$ cat src/rtl/autodir_pkg.sv
package autodir_pkg;
  localparam int unsigned NIB_W = 4;
  typedef logic [NIB_W-1:0] nib_t;
  typedef enum logic {
    DIR_IN  = 1'b0,
    DIR_OUT = 1'b1
  } dir_e;
endpackage

$ cat src/rtl/pin_sync.sv
module pin_sync #(
  parameter int unsigned W      = 4,
  parameter int unsigned STAGES = 2
) (
  input  logic         clk_i,
  input  logic         rst_ni,
  input  logic [W-1:0] d_i,
  output logic [W-1:0] q_o
);
  logic [W-1:0] stage_q [STAGES];

  for (genvar s = 0; s < STAGES; s++) begin : g_stage
    if (s == 0) begin : g_first
      always_ff @(posedge clk_i or negedge rst_ni) begin
        if (!rst_ni) stage_q[s] <= '0;
        else         stage_q[s] <= d_i;
      end
    end else begin : g_next
      always_ff @(posedge clk_i or negedge rst_ni) begin
        if (!rst_ni) stage_q[s] <= '0;
        else         stage_q[s] <= stage_q[s-1];
      end
    end
  end

  assign q_o = stage_q[STAGES-1];

  // output follows input exactly STAGES-deep (checked for default depth)
  if (STAGES == 2) begin : g_chk
    p_sync_delay_r5: assert property (@(posedge clk_i) disable iff (!rst_ni)
      $past(rst_ni, 2) |-> q_o == $past(d_i, 2));
  end
endmodule

$ cat src/rtl/port_latch.sv
module port_latch
  import autodir_pkg::*;
#(
  parameter nib_t PIN_MASK = 4'b1001
) (
  input  logic clk_i,
  input  logic rst_ni,
  input  logic out_stb_i,
  input  logic in_stb_i,
  input  nib_t wdata_i,
  output nib_t pin_o,
  output nib_t pin_oe_o
);
  nib_t dat_q;
  dir_e dir_q;

  always_ff @(posedge clk_i or negedge rst_ni) begin
    if (!rst_ni) begin
      dat_q <= PIN_MASK;
      dir_q <= DIR_IN;
    end else if (out_stb_i) begin
      dat_q <= wdata_i & PIN_MASK;
      dir_q <= DIR_OUT;
    end else if (in_stb_i) begin
      dir_q <= DIR_IN;
    end
  end

  assign pin_o    = dat_q;
  assign pin_oe_o = (dir_q == DIR_OUT) ? PIN_MASK : '0;

  p_out_drives_r2: assert property (@(posedge clk_i) disable iff (!rst_ni)
    out_stb_i |=> (pin_oe_o == PIN_MASK) && (pin_o == ($past(wdata_i) & PIN_MASK)));
  p_in_releases_r4: assert property (@(posedge clk_i) disable iff (!rst_ni)
    (in_stb_i && !out_stb_i) |=> (pin_oe_o == '0) && $stable(pin_o));
  p_idle_hold_r11: assert property (@(posedge clk_i) disable iff (!rst_ni)
    (!in_stb_i && !out_stb_i) |=> $stable(pin_o) && $stable(pin_oe_o));
  p_no_phantom_r3: assert property (@(posedge clk_i) disable iff (!rst_ni)
    ((pin_o | pin_oe_o) & ~PIN_MASK) == '0);
endmodule

$ cat src/rtl/ctrl_reg.sv
module ctrl_reg
  import autodir_pkg::*;
(
  input  logic clk_i,
  input  logic rst_ni,
  input  logic wr_stb_i,
  input  nib_t wdata_i,
  output nib_t q_o
);
  always_ff @(posedge clk_i or negedge rst_ni) begin
    if (!rst_ni)       q_o <= '0;
    else if (wr_stb_i) q_o <= wdata_i;
  end

  p_ctrl_write_r7: assert property (@(posedge clk_i) disable iff (!rst_ni)
    wr_stb_i |=> q_o == $past(wdata_i));
endmodule

$ cat src/rtl/auto_dir_port.sv
module auto_dir_port
  import autodir_pkg::*;
#(
  parameter int unsigned ADDR_W      = 4,
  parameter int unsigned PORT_ADDR   = 1,
  parameter int unsigned SYNC_STAGES = 2,
  parameter nib_t        PIN_MASK    = 4'b1001
) (
  input  logic              clk_i,
  input  logic              rst_ni,
  input  logic [ADDR_W-1:0] addr_i,
  input  logic              aux_i,
  input  logic              wr_i,
  input  logic              rd_i,
  input  logic [3:0]        wdata_i,
  output logic [3:0]        rdata_o,
  output logic [3:0]        pin_o,
  output logic [3:0]        pin_oe_o,
  input  logic [3:0]        pin_i
);
  localparam logic [ADDR_W-1:0] MY_ADDR = ADDR_W'(PORT_ADDR);

  logic addr_hit, dat_hit, aux_hit;
  logic out_stb, in_stb, ctrl_wr;
  nib_t pin_sync_q, ctrl_q;

  assign addr_hit = (addr_i == MY_ADDR);
  assign dat_hit  = addr_hit && !aux_i;
  assign aux_hit  = addr_hit && aux_i;
  assign out_stb  = wr_i && dat_hit;
  assign in_stb   = rd_i && dat_hit && !wr_i;  // write wins on collision
  assign ctrl_wr  = wr_i && aux_hit;

  pin_sync #(.W(NIB_W), .STAGES(SYNC_STAGES)) u_sync (
    .clk_i  (clk_i),
    .rst_ni (rst_ni),
    .d_i    (pin_i),
    .q_o    (pin_sync_q)
  );

  port_latch #(.PIN_MASK(PIN_MASK)) u_latch (
    .clk_i     (clk_i),
    .rst_ni    (rst_ni),
    .out_stb_i (out_stb),
    .in_stb_i  (in_stb),
    .wdata_i   (wdata_i),
    .pin_o     (pin_o),
    .pin_oe_o  (pin_oe_o)
  );

  ctrl_reg u_ctrl (
    .clk_i    (clk_i),
    .rst_ni   (rst_ni),
    .wr_stb_i (ctrl_wr),
    .wdata_i  (wdata_i),
    .q_o      (ctrl_q)
  );

  always_comb begin
    rdata_o = '0;
    if (rd_i && aux_hit)      rdata_o = ctrl_q;
    else if (rd_i && dat_hit) rdata_o = pin_sync_q & PIN_MASK;
  end

  p_aux_no_dir_r8: assert property (@(posedge clk_i) disable iff (!rst_ni)
    (aux_i && (wr_i || rd_i)) |=> $stable(pin_oe_o) && $stable(pin_o));
  p_collide_out_r9: assert property (@(posedge clk_i) disable iff (!rst_ni)
    (wr_i && rd_i && dat_hit) |=> pin_oe_o == PIN_MASK);
  p_miss_quiet_r10: assert property (@(posedge clk_i) disable iff (!rst_ni)
    !addr_hit |-> rdata_o == '0);
  p_miss_hold_r10: assert property (@(posedge clk_i) disable iff (!rst_ni)
    !addr_hit |=> $stable(pin_oe_o) && $stable(pin_o));
endmodule

$ cat config.mk
export PLATFORM = sky130hd
export DESIGN_NAME = auto_dir_port
export DESIGN_NICKNAME = d
export VERILOG_FILES = /design/src/rtl/autodir_pkg.sv /design/src/rtl/pin_sync.sv /design/src/rtl/port_latch.sv /design/src/rtl/ctrl_reg.sv /design/src/rtl/auto_dir_port.sv
export SDC_FILE = /design/constraint.sdc
export NUM_CORES = 1
export LEC_CHECK = 0
export BUFFER_PORTS_ARGS = -buffer_cell sky130_fd_sc_hd__buf_4
export CAP_MARGIN = 5
export CORE_AREA = 5 5 42 44
export CTS_CLUSTER_DIAMETER = 60
export DETAILED_ROUTE_END_ITERATION = 7
export DIE_AREA = 0 0 47 49
export GPL_TIMING_DRIVEN = 0
export PLACE_DENSITY = 0.81
export SYNTH_ARGS = -nofsm -noshare
export SYNTH_HDL_FRONTEND = slang
export SYNTH_SLANG_ARGS = --single-unit
$ cat constraint.sdc
create_clock -name clk_i -period 1.3 [get_ports clk_i]
set_clock_uncertainty 0.2 [all_clocks]
set_input_delay 0.065 -clock clk_i [delete_from_list [all_inputs] [get_ports clk_i]]
set_output_delay 0.065 -clock clk_i [all_outputs]
set_load 0.005 [all_outputs]
==> out/qor.csv, run 1 <==
stage;metric;value;unit
floorplanning;Die W;47;um
worst_setup_path;Data required, critical path;1030;ps
floorplanning;I/O pin cnt;29;
run_status;outcome;finished, final reports clean;
cts;CTS Root Cell;clkbuf_4;
sta;Final setup viols;0;
cts;H-tree levels;1;
synth;number of synthesized register bits;11;
worst_setup_path;crit end category;primary output;
sta;final worst-path cycle share;96.20;%
sta;hold_ws;5.519;ps
cts;clk sinks;11;
sta;Setup TNS Final;0;ps
global_route;total grt overflow;0;
worst_setup_path;crit path max fanout;5;
synth;Cells after Synth;39;
placed_design;dpl hpwl;834;um
power;Power Density;1015;nW/um^2
sta;RSZ-0062 raised after global routing;yes;
floorplanning;Starting Density;37.68;%
synth;synthesized area;528.0;um^2
worst_setup_path;WS Path Type;primary input to primary output;
worst_setup_path;type of origin of the critical path;primary input;
placed_design;GPL Wtd Cong;0.7678;
cells_and_area;fraction of layout instances using a drive strength above 1;57.50;%
global_route;initial antenna violation count;0;
cts;deepest clock path buffer count;2;
worst_setup_path;launch point of the worst path;addr_i[3];
routing;DR vias;414;
global_route;largest net degree at the start of global routing;12;
power;Peak supply drop;0.7610;mV
cells_and_area;Layout area overhead;66.59;%
cells_and_area;nets;98;
floorplanning;std cell rows;14;
routing;initial DRC count;1;
synth;synth warn;0;
sta;fmax;799.6;MHz
worst_setup_path;Reg2Reg Launch Point;u_ctrl.q_o[0];
cts;clock-pin slew on the worst setup and hold paths;60;ps
min_path;Hold Path Origin;addr_i[2];
synth;Distinct cells, synth;17;
cts;Worst-Skew Late Latency;270;ps
routing;Pre-Repair DR Iteration Count;2;
min_path;min-delay worst type;primary input to flop;
power;Leak;0.4530;nW
sta;max-slew violation count;0;
floorplanning;Die Ht;49;um
routing;post-route ant nets;0;
sta;Final Hold Viols;0;
routing;Post-Route WL;1113;um
global_route;GRT Total Usage;11.45;%
sta;Tmin final;1251;ps
worst_setup_path;Worst Path Arrival;990;ps
synth;Seq/Total Area, Yosys;52.61;%
floorplanning;Core ar.;1401;um^2
global_route;global-route wire length before repair;1759;um
flow_run;max-cap violations;0;
floorplanning;Die Area;2303;um^2
cts;TritonCTS clock tree;done;
routing;drt wl/cell;11.59;um
cells_and_area;antenna cell count;0;
placed_design;PortBufs;22;
routing;# DRC;0;
synth;Avg Inst Size Synth;13.54;um^2
routing;average vias per placed instance;4.313;
global_route;vias in the first global route;415;
cts;Num CTS Buffers;3;
final timing paths:
check / cells past startpoint / slack, ps / end
min in group asynchronous: 3 / 510 / u_sync.stage_q[4]
setup / recovery: 5 / 50 / rdata_o[1]
setup reg to reg: 2 / 220 / u_ctrl.q_o[0]
hold reg to reg: 0 / 150 / u_sync.q_o[0]
max in group asynchronous: 3 / 160 / u_latch.pin_o[0]
hold / removal: 4 / 6 / u_latch.dir_q
layer usage:
| metal | global-route usage [%] | up-vias | share of wire, % |
|---|---|---|---|
| met3 | 5.166 | 3 | 17 |
| met5 | 0 | - | 0 |
| met2 | 16.29 | 26 | 44 |
| met1 | 12.24 | 182 | 36 |
| li1 | - | 203 | - |
| met4 | 9.677 | 0 | 3.2 |
registers in the layout, indices dropped and copies added (netlist names):
signal          count
u_ctrl.q_o          4
u_latch.dir_q       1
u_latch.pin_o       2
u_sync.q_o          2
u_sync.stage_q      2
layout by cell type (no fill, tap or decap), drive strengths merged:
cell and count:
buf 31, dlygate4sd3 10, dfrtp 9, mux2 6
conb 4, clkbuf 4, and3 3, mux2i 2
nor2 2, dfstp 2, nor4b 1, and2 1
nand2 1, inv 1, and3b 1, nand3b 1
o21ai 1
repair_timing:
action,CTS,global route
hold buffers,10,0
hold endpoints to repair,20,0
setup endpoints to repair,0,3
setup buffers,0,2
gates resized for setup,0,4
power breakdown:
| group | switching, W | total, W | internal [W] |
|---|---|---|---|
| logic | 0.0000647 | 0.000235 | 0.000170 |
| clock network | 0.000112 | 0.000231 | 0.000119 |
| registers | 0.0000264 | 0.000427 | 0.000401 |
| total | 0.000203 | 0.000893 | 0.000690 |
cell families after synthesis:
group,Yosys count,synth area share [%]
buffers and inverters,8,11.37
and+or+nand+nor,10,14.93
muxes,8,19.43
other,1,0.7102
DFF,11,52.61
AOI/OAI and AO/OA,1,0.9470
metrics by stage:
| stage | power (W) | worst slack (ps) | cell area, um^2 | utilization (%) | std cells |
|---|---|---|---|---|---|
| 2_1_floorplan | 0.0005260 | 3.468 | 539.3 | - | 42 |
| 6_report | 0.0008930 | 49.36 | 879.6 | 62.77 | 96 |
| 3_5_place_dp | 0.0006285 | -198.1 | 724.4 | 51.70 | 80 |
| 5_1_grt | 0.0009576 | -19.01 | 879.6 | 62.77 | 96 |
| 4_1_cts | 0.0008861 | 43.78 | 850.8 | 60.71 | 94 |
| 3_3_place_gp | 0.0006204 | -173.5 | 724.4 | 51.70 | 80 |
worst max-delay path, stage by stage:
cell and delay [ps]:
buf_4 120, nor4b_4 330, and2_4 210, and3_4 180, buf_6 90
synth_stat cells:
cell,instances,area [um^2]
and2_2,1,7.510
and3_1,3,18.77
and3b_2,1,10.01
buf_4,6,45.04
buf_6,1,11.26
conb_1,1,3.750
dfrtp_1,9,225.2
dfstp_2,2,52.55
inv_1,1,3.750
mux2_2,2,22.52
mux2_4,4,60.06
mux2i_1,2,20.02
nand2_1,1,3.750
nand3b_1,1,7.510
nor2_1,2,7.510
nor4b_4,1,23.77
o21ai_0,1,5.000
layout make-up:
| cell class | instances | area, um^2 |
|---|---|---|
| fill | 134 | 521.8 |
| multi-input combinational | 23 | 207.7 |
| inverter | 1 | 3.754 |
| tap | 16 | 20.02 |
| buffer | 7 | 56.30 |
| clock buffer | 4 | 26.28 |
| timing repair buffer | 34 | 287.8 |
| sequential | 11 | 277.8 |
Note: power is estimated with default switching activity, not from simulation.
==> run 2, diff against run 1 <==
--- a/config.mk
+++ b/config.mk
@@ -7,10 +7,10 @@
 export LEC_CHECK = 0
 export BUFFER_PORTS_ARGS = -buffer_cell sky130_fd_sc_hd__buf_4
 export CAP_MARGIN = 5
-export CORE_AREA = 5 5 42 44
+export CORE_AREA = 2 2 39 41
 export CTS_CLUSTER_DIAMETER = 60
 export DETAILED_ROUTE_END_ITERATION = 7
-export DIE_AREA = 0 0 47 49
+export DIE_AREA = 0 0 41 43
 export GPL_TIMING_DRIVEN = 0
 export PLACE_DENSITY = 0.81
 export SYNTH_ARGS = -nofsm -noshare
==> out/qor.csv, run 2 (same netlist as run 1, synthesis figures left out) <==
stage;metric;value;unit;change
power;Clock Power Share;25.8;%;about the same
routing;Pre-Repair DR Iteration Count;2;;unchanged
cells_and_area;fraction of layout instances using a drive strength above 1;55.70;%;-1.8 points
cts;TritonCTS clock tree;done;;
sta;max-slew violation count;0;;unchanged
cts;H-tree levels;1;;unchanged
power;Net Sw Frac;22.30;%;-0.43 points
cells_and_area;Final Util;62.03;%;-0.74 points
power;sw power;0.0001956;W;-3.6%
routing;average vias per placed instance;4.432;;+2.8%
cts;Worst-Skew Late Latency;260;ps;about the same
floorplanning;I/O pin cnt;29;;unchanged
cells_and_area;antenna cell count;0;;unchanged
worst_setup_path;Data required, critical path;1290;ps;+260 ps
routing;post-route ant nets;0;;unchanged
routing;Post-Route WL;998;um;-10%
routing;initial DRC count;4;;+3
power;Power Density;1022;nW/um^2;+0.64%
cts;Num CTS Buffers;3;;unchanged
floorplanning;Starting Density;38.16;%;+0.48 points
worst_setup_path;Worst Path Arrival;1250;ps;+260 ps
worst_setup_path;crit path max fanout;3;;-2
cells_and_area;most common cell after layout, fill and taps aside;buf_4;;
sta;fmax;798.8;MHz;-0.10%
cells_and_area;Largest register FFs;4;;unchanged
cts;clk sinks;11;;unchanged
sta;Final Hold Viols;0;;unchanged
floorplanning;Die Area;1763;um^2;-23%
placed_design;PortBufs;22;;unchanged
worst_setup_path;type of origin of the critical path;primary input;;
floorplanning;std cell rows;14;;unchanged
power;Logic pwr share;25.6;%;-0.7 points
sta;final worst-path cycle share;96.30;%;+0.10 points
global_route;largest net degree at the start of global routing;12;;unchanged
global_route;vias in the first global route;423;;+1.9%
floorplanning;Core ar.;1384;um^2;-1.2%
cts;deepest clock path buffer count;2;;unchanged
routing;DR vias;421;;+1.7%
floorplanning;Die Ht;43;um;-12%
worst_setup_path;crit end category;flop;;
global_route;total grt overflow;0;;unchanged
cells_and_area;Layout area overhead;62.56;%;
cells_and_area;largest register by flop count;u_ctrl.q_o;;
sta;Setup TNS Final;0;ps;unchanged
cells_and_area;nets;97;;-1.0%
sta;Final setup viols;0;;unchanged
power;Seq pwr share;48.7;%;+0.8 points
cts;clock-pin slew on the worst setup and hold paths;60;ps;about the same
cts;CTS Root Cell;clkbuf_4;;
sta;Tmin final;1252;ps;+1.310 ps
placed_design;GPL Wtd Cong;0.6829;;-11%
global_route;global-route wire length before repair;1580;um;-10%
sta;worst setup margin;48.05;ps;-1.310 ps
power;Leak;0.4464;nW;-1.5%
floorplanning;Die W;41;um;-13%
placed_design;pre-CTS setup slack;-188.9;ps;+9.266 ps
placed_design;area post-placement;724.4;um^2;unchanged
run_status;outcome;finished, final reports clean;;
power;Peak supply drop;0.7661;mV;+0.67%
placed_design;dpl hpwl;732.7;um;-12%
min_path;min-delay worst type;primary input to flop;;
routing;drt wl/cell;10.51;um;-9.4%
global_route;GRT Total Usage;13.66;%;+2.2 points
power;Int Pwr;0.0006814;W;-1.2%
cells_and_area;final std cell area, no fill;858.3;um^2;-2.4%
flow_run;max-cap violations;0;;unchanged
cts;post-cts resize count;0;;unchanged
worst_setup_path;WS Path Type;primary input to flop;;
cells_and_area;most frequent cells in the layout;buf_4, dlygate4sd3_1, dfrtp_1;;
routing;# DRC;0;;unchanged
global_route;initial antenna violation count;0;;unchanged
run 2: changes by cell type in the layout (fill, tap and decap cells not counted), sizes merged:
cell  previous run  this run
buf             31        30
run 2: final cells by class:
type                       instances  area [um^2]
buffer                             7        56.30
clock buffer                       4        26.28
fill                             126        525.5
inverter                           1        3.754
multi-input combinational         23        201.4
sequential                        11        277.8
tap                               16        20.02
timing repair buffer              33        272.8
run 2: path summary, 6_finish.rpt:
path	start	end	slack, ps	cells after the start
max	wr_i	u_latch.pin_o[3]	50	4
min	addr_i[2]	u_latch.dir_q	30	4
max reg2reg	u_ctrl.q_o[0]	u_ctrl.q_o[0]	220	2
min reg2reg	u_sync.stage_q[4]	u_sync.q_o[0]	150	0
max in group asynchronous	rst_ni	u_latch.pin_o[3]	150	3
min in group asynchronous	rst_ni	u_ctrl.q_o[3]	520	3
run 2: stage by stage:
step                hold slack [ps]  std cells  total power, W
floorplan                    -430.6         42       0.0005260
global placement             -300.3         80       0.0006189
detailed placement           -294.4         80       0.0006270
CTS                           39.43         94       0.0008809
global route                  88.33         95       0.0009305
finish                        34.68         95       0.0008769
run 2: worst max-delay path: stages:
cell           delay (ps)
buf_4                 110
dlygate4sd3_1         550
nand3b_1              160
mux2_2                350
run 2: metal layers:
metal  wire length, um  vias up  GRT usage [%]
met2               491       23          22.19
met5                 0        -              0
met4                17        0          10.00
li1                  -      200              -
met1               407      196          15.22
met3                82        2          1.571
run 2: power by group through the flow:
| stage | Clock [W] | Combinational (W) | Sequential, W |
|---|---|---|---|
| finish | 0.000226 | 0.000224 | 0.000427 |
| global route | 0.000250 | 0.000245 | 0.000435 |
| CTS | 0.000235 | 0.000217 | 0.000428 |
| detailed placement | 0 | 0.000193 | 0.000434 |
| global placement | 0 | 0.000189 | 0.000430 |
| floorplan | 0 | 0.0000985 | 0.000427 |
run 2: what timing repair did:
item | CTS | global route
hold endpoints to repair | 20 | 0
hold buffers | 10 | 0
setup endpoints to repair | 0 | 1
buffers inserted | 0 | 1
==> run 3, diff against run 2 <==
--- a/config.mk
+++ b/config.mk
@@ -5,7 +5,7 @@
 export SDC_FILE = /design/constraint.sdc
 export NUM_CORES = 1
 export LEC_CHECK = 0
-export BUFFER_PORTS_ARGS = -buffer_cell sky130_fd_sc_hd__buf_4
+export BUFFER_PORTS_ARGS = -buffer_cell sky130_fd_sc_hd__buf_2
 export CAP_MARGIN = 5
 export CORE_AREA = 2 2 39 41
 export CTS_CLUSTER_DIAMETER = 60
==> out/qor.csv, run 3 (same netlist as run 1, synthesis figures left out) <==
stage;metric;value;unit;change
run_status;outcome;finished, final reports clean;;
power;Net Sw Frac;22.91;%;+0.61 points
placed_design;PortBufs;22;;unchanged
sta;max-slew violation count;0;;unchanged
worst_setup_path;CP max stage delay;540;ps;about the same
floorplanning;Starting Density;38.16;%;unchanged
cells_and_area;area of the multi-input gates;201.4;um^2;unchanged
worst_setup_path;critical path's top delay family;buffers and inverters;;
global_route;largest net degree at the start of global routing;12;;unchanged
cells_and_area;Sequential Area;277.8;um^2;unchanged
cells_and_area;largest register by flop count;u_ctrl.q_o;;
flow_run;max-cap violations;0;;unchanged
floorplanning;Die Area;1763;um^2;unchanged
global_route;vias in the first global route;450;;+6.4%
floorplanning;Die Ht;43;um;unchanged
cells_and_area;antenna cell count;0;;unchanged
routing;DR vias;415;;-1.4%
routing;# DRC;0;;unchanged
placed_design;dpl hpwl;724.5;um;-1.1%
min_path;Hold Path Origin;aux_i;;
global_route;total grt overflow;0;;unchanged
power;Logic pwr share;23.4;%;-2.2 points
cts;deepest clock path buffer count;2;;unchanged
worst_setup_path;Reg2Reg Launch Point;u_ctrl.q_o[0];;
cells_and_area;Largest register FFs;4;;unchanged
worst_setup_path;Worst path slowest cell;dlygate4sd3_1;;
sta;Tmin final;1227;ps;-25.41 ps
cts;clk sinks;11;;unchanged
sta;Final setup viols;0;;unchanged
sta;fmax;815.3;MHz;+2.1%
routing;Post-Route WL;1014;um;+1.6%
floorplanning;I/O pin cnt;29;;unchanged
floorplanning;Die W;41;um;unchanged
worst_setup_path;Buf/Inv on CP;2;;unchanged
power;Peak supply drop;0.6455;mV;-16%
routing;initial DRC count;2;;-2
power;sw power;0.0001949;W;-0.35%
worst_setup_path;CP cell instances;buf_2 > dlygate4sd3_1 > nand3b_1 > mux2_2;;
power;Seq pwr share;50.1;%;+1.4 points
cts;Num CTS Buffers;3;;unchanged
routing;post-route ant nets;0;;unchanged
global_route;GRT Total Usage;14.45;%;+0.79 points
cts;TritonCTS clock tree;done;;
routing;drt wl/cell;10.56;um;+0.54%
power;Power Density;1049;nW/um^2;+2.7%
cts;clock-pin slew on the worst setup and hold paths;70;ps;about the same
sta;RSZ-0062 raised after global routing;yes;;
cts;post-cts resize count;0;;unchanged
global_route;initial antenna violation count;0;;unchanged
worst_setup_path;crit end category;flop;;
sta;final worst-path cycle share;94.35;%;-2.0 points
cells_and_area;fraction of layout instances using a drive strength above 1;56.25;%;+0.55 points
worst_setup_path;launch point of the worst path;wr_i;;
worst_setup_path;Data required, critical path;1290;ps;about the same
routing;average vias per placed instance;4.323;;-2.5%
power;total power draw;0.0008508;W;-3.0%
cells_and_area;# fillers;127;;+0.79%
worst_setup_path;crit path max fanout;3;;unchanged
sta;Setup TNS Final;0;ps;unchanged
cells_and_area;most frequent cells in the layout;buf_2, dlygate4sd3_1, dfrtp_1;;
cells_and_area;most common cell after layout, fill and taps aside;buf_2;;
min_path;min-delay worst type;primary input to flop;;
floorplanning;std cell rows;14;;unchanged
cells_and_area;Layout area overhead;53.55;%;
power;Clock Power Share;26.5;%;+0.7 points
floorplanning;Core ar.;1384;um^2;unchanged
worst_setup_path;type of origin of the critical path;primary input;;
cts;H-tree levels;1;;unchanged
global_route;global-route wire length before repair;1718;um;+8.7%
sta;Final Hold Viols;0;;unchanged
cells_and_area;nets;98;;+1.0%
cts;CTS Root Cell;clkbuf_4;;
power;Leak;0.4370;nW;-2.1%
routing;Pre-Repair DR Iteration Count;2;;unchanged
power;Int Pwr;0.0006559;W;-3.7%
placed_design;GPL Wtd Cong;0.7030;;+2.9%
cts;Worst-Skew Late Latency;260;ps;about the same
worst_setup_path;Worst Path Arrival;1220;ps;-30 ps
worst_setup_path;WS Path Type;primary input to flop;;
==> run 3: power groups by stage <==
stage / Sequential (W) / Combinational [W] / Clock [W]
2_1_floorplan: 0.000427 / 0.0000985 / 0
3_3_place_gp: 0.000430 / 0.000161 / 0
5_1_grt: 0.000435 / 0.000219 / 0.000259
3_5_place_dp: 0.000432 / 0.000166 / 0
6_report: 0.000426 / 0.000199 / 0.000226
4_1_cts: 0.000427 / 0.000190 / 0.000235
==> run 3: tightest hold or removal path, cell delays in order <==
cell and delay (ps):
buf_2 140, and3b_2 220, o21ai_0 70
==> run 3: area by class of cell <==
type | count | area share, %
multi-input combinational | 23 | 24.85
clock buffer | 4 | 3.241
sequential | 11 | 34.26
buffer | 7 | 6.944
timing repair buffer | 34 | 27.78
tap | 16 | 2.469
inverter | 1 | 0.4630
==> run 3: path summary, 6_finish.rpt <==
| check | end | slack, ps | cells past startpoint |
|---|---|---|---|
| setup / recovery | u_latch.pin_o[0] | 70 | 4 |
| hold / removal | u_latch.dir_q | 80 | 3 |
| setup reg to reg | u_ctrl.q_o[0] | 220 | 2 |
| hold reg to reg | u_sync.q_o[3] | 150 | 0 |
| max in group asynchronous | u_latch.pin_o[3] | 100 | 3 |
| min in group asynchronous | u_sync.stage_q[4] | 540 | 3 |
==> run 3: timing repair <==
item / CTS / global route
hold endpoints to repair: 20 / 0
buffers inserted: 0 / 2
endpoints found under the setup margin: 0 / 3
hold buffers: 10 / 0
==> run 3: routing by layer <==
layer	wire length (um)	part of all wire [%]	up-vias	track usage [%]
met5	0	0	-	0
met4	0	0	0	8.000
met3	87	8.6	0	1.571
met2	494	49	21	23.44
met1	431	43	192	17.53
li1	-	-	202	-
==> run 3: through the flow <==
stage	hold WS (ps)	area, um^2	util [%]	cells	setup slack [ps]
floorplan	-430.6	539.3	-	42	3.468
global placement	-265.9	669.4	48.37	80	-167.0
detailed placement	-256.4	669.4	48.37	80	-199.8
CTS	46.86	795.8	57.50	94	48.11
global route	80.18	810.8	58.59	96	-34.43
finish	75.35	810.8	58.59	96	73.46
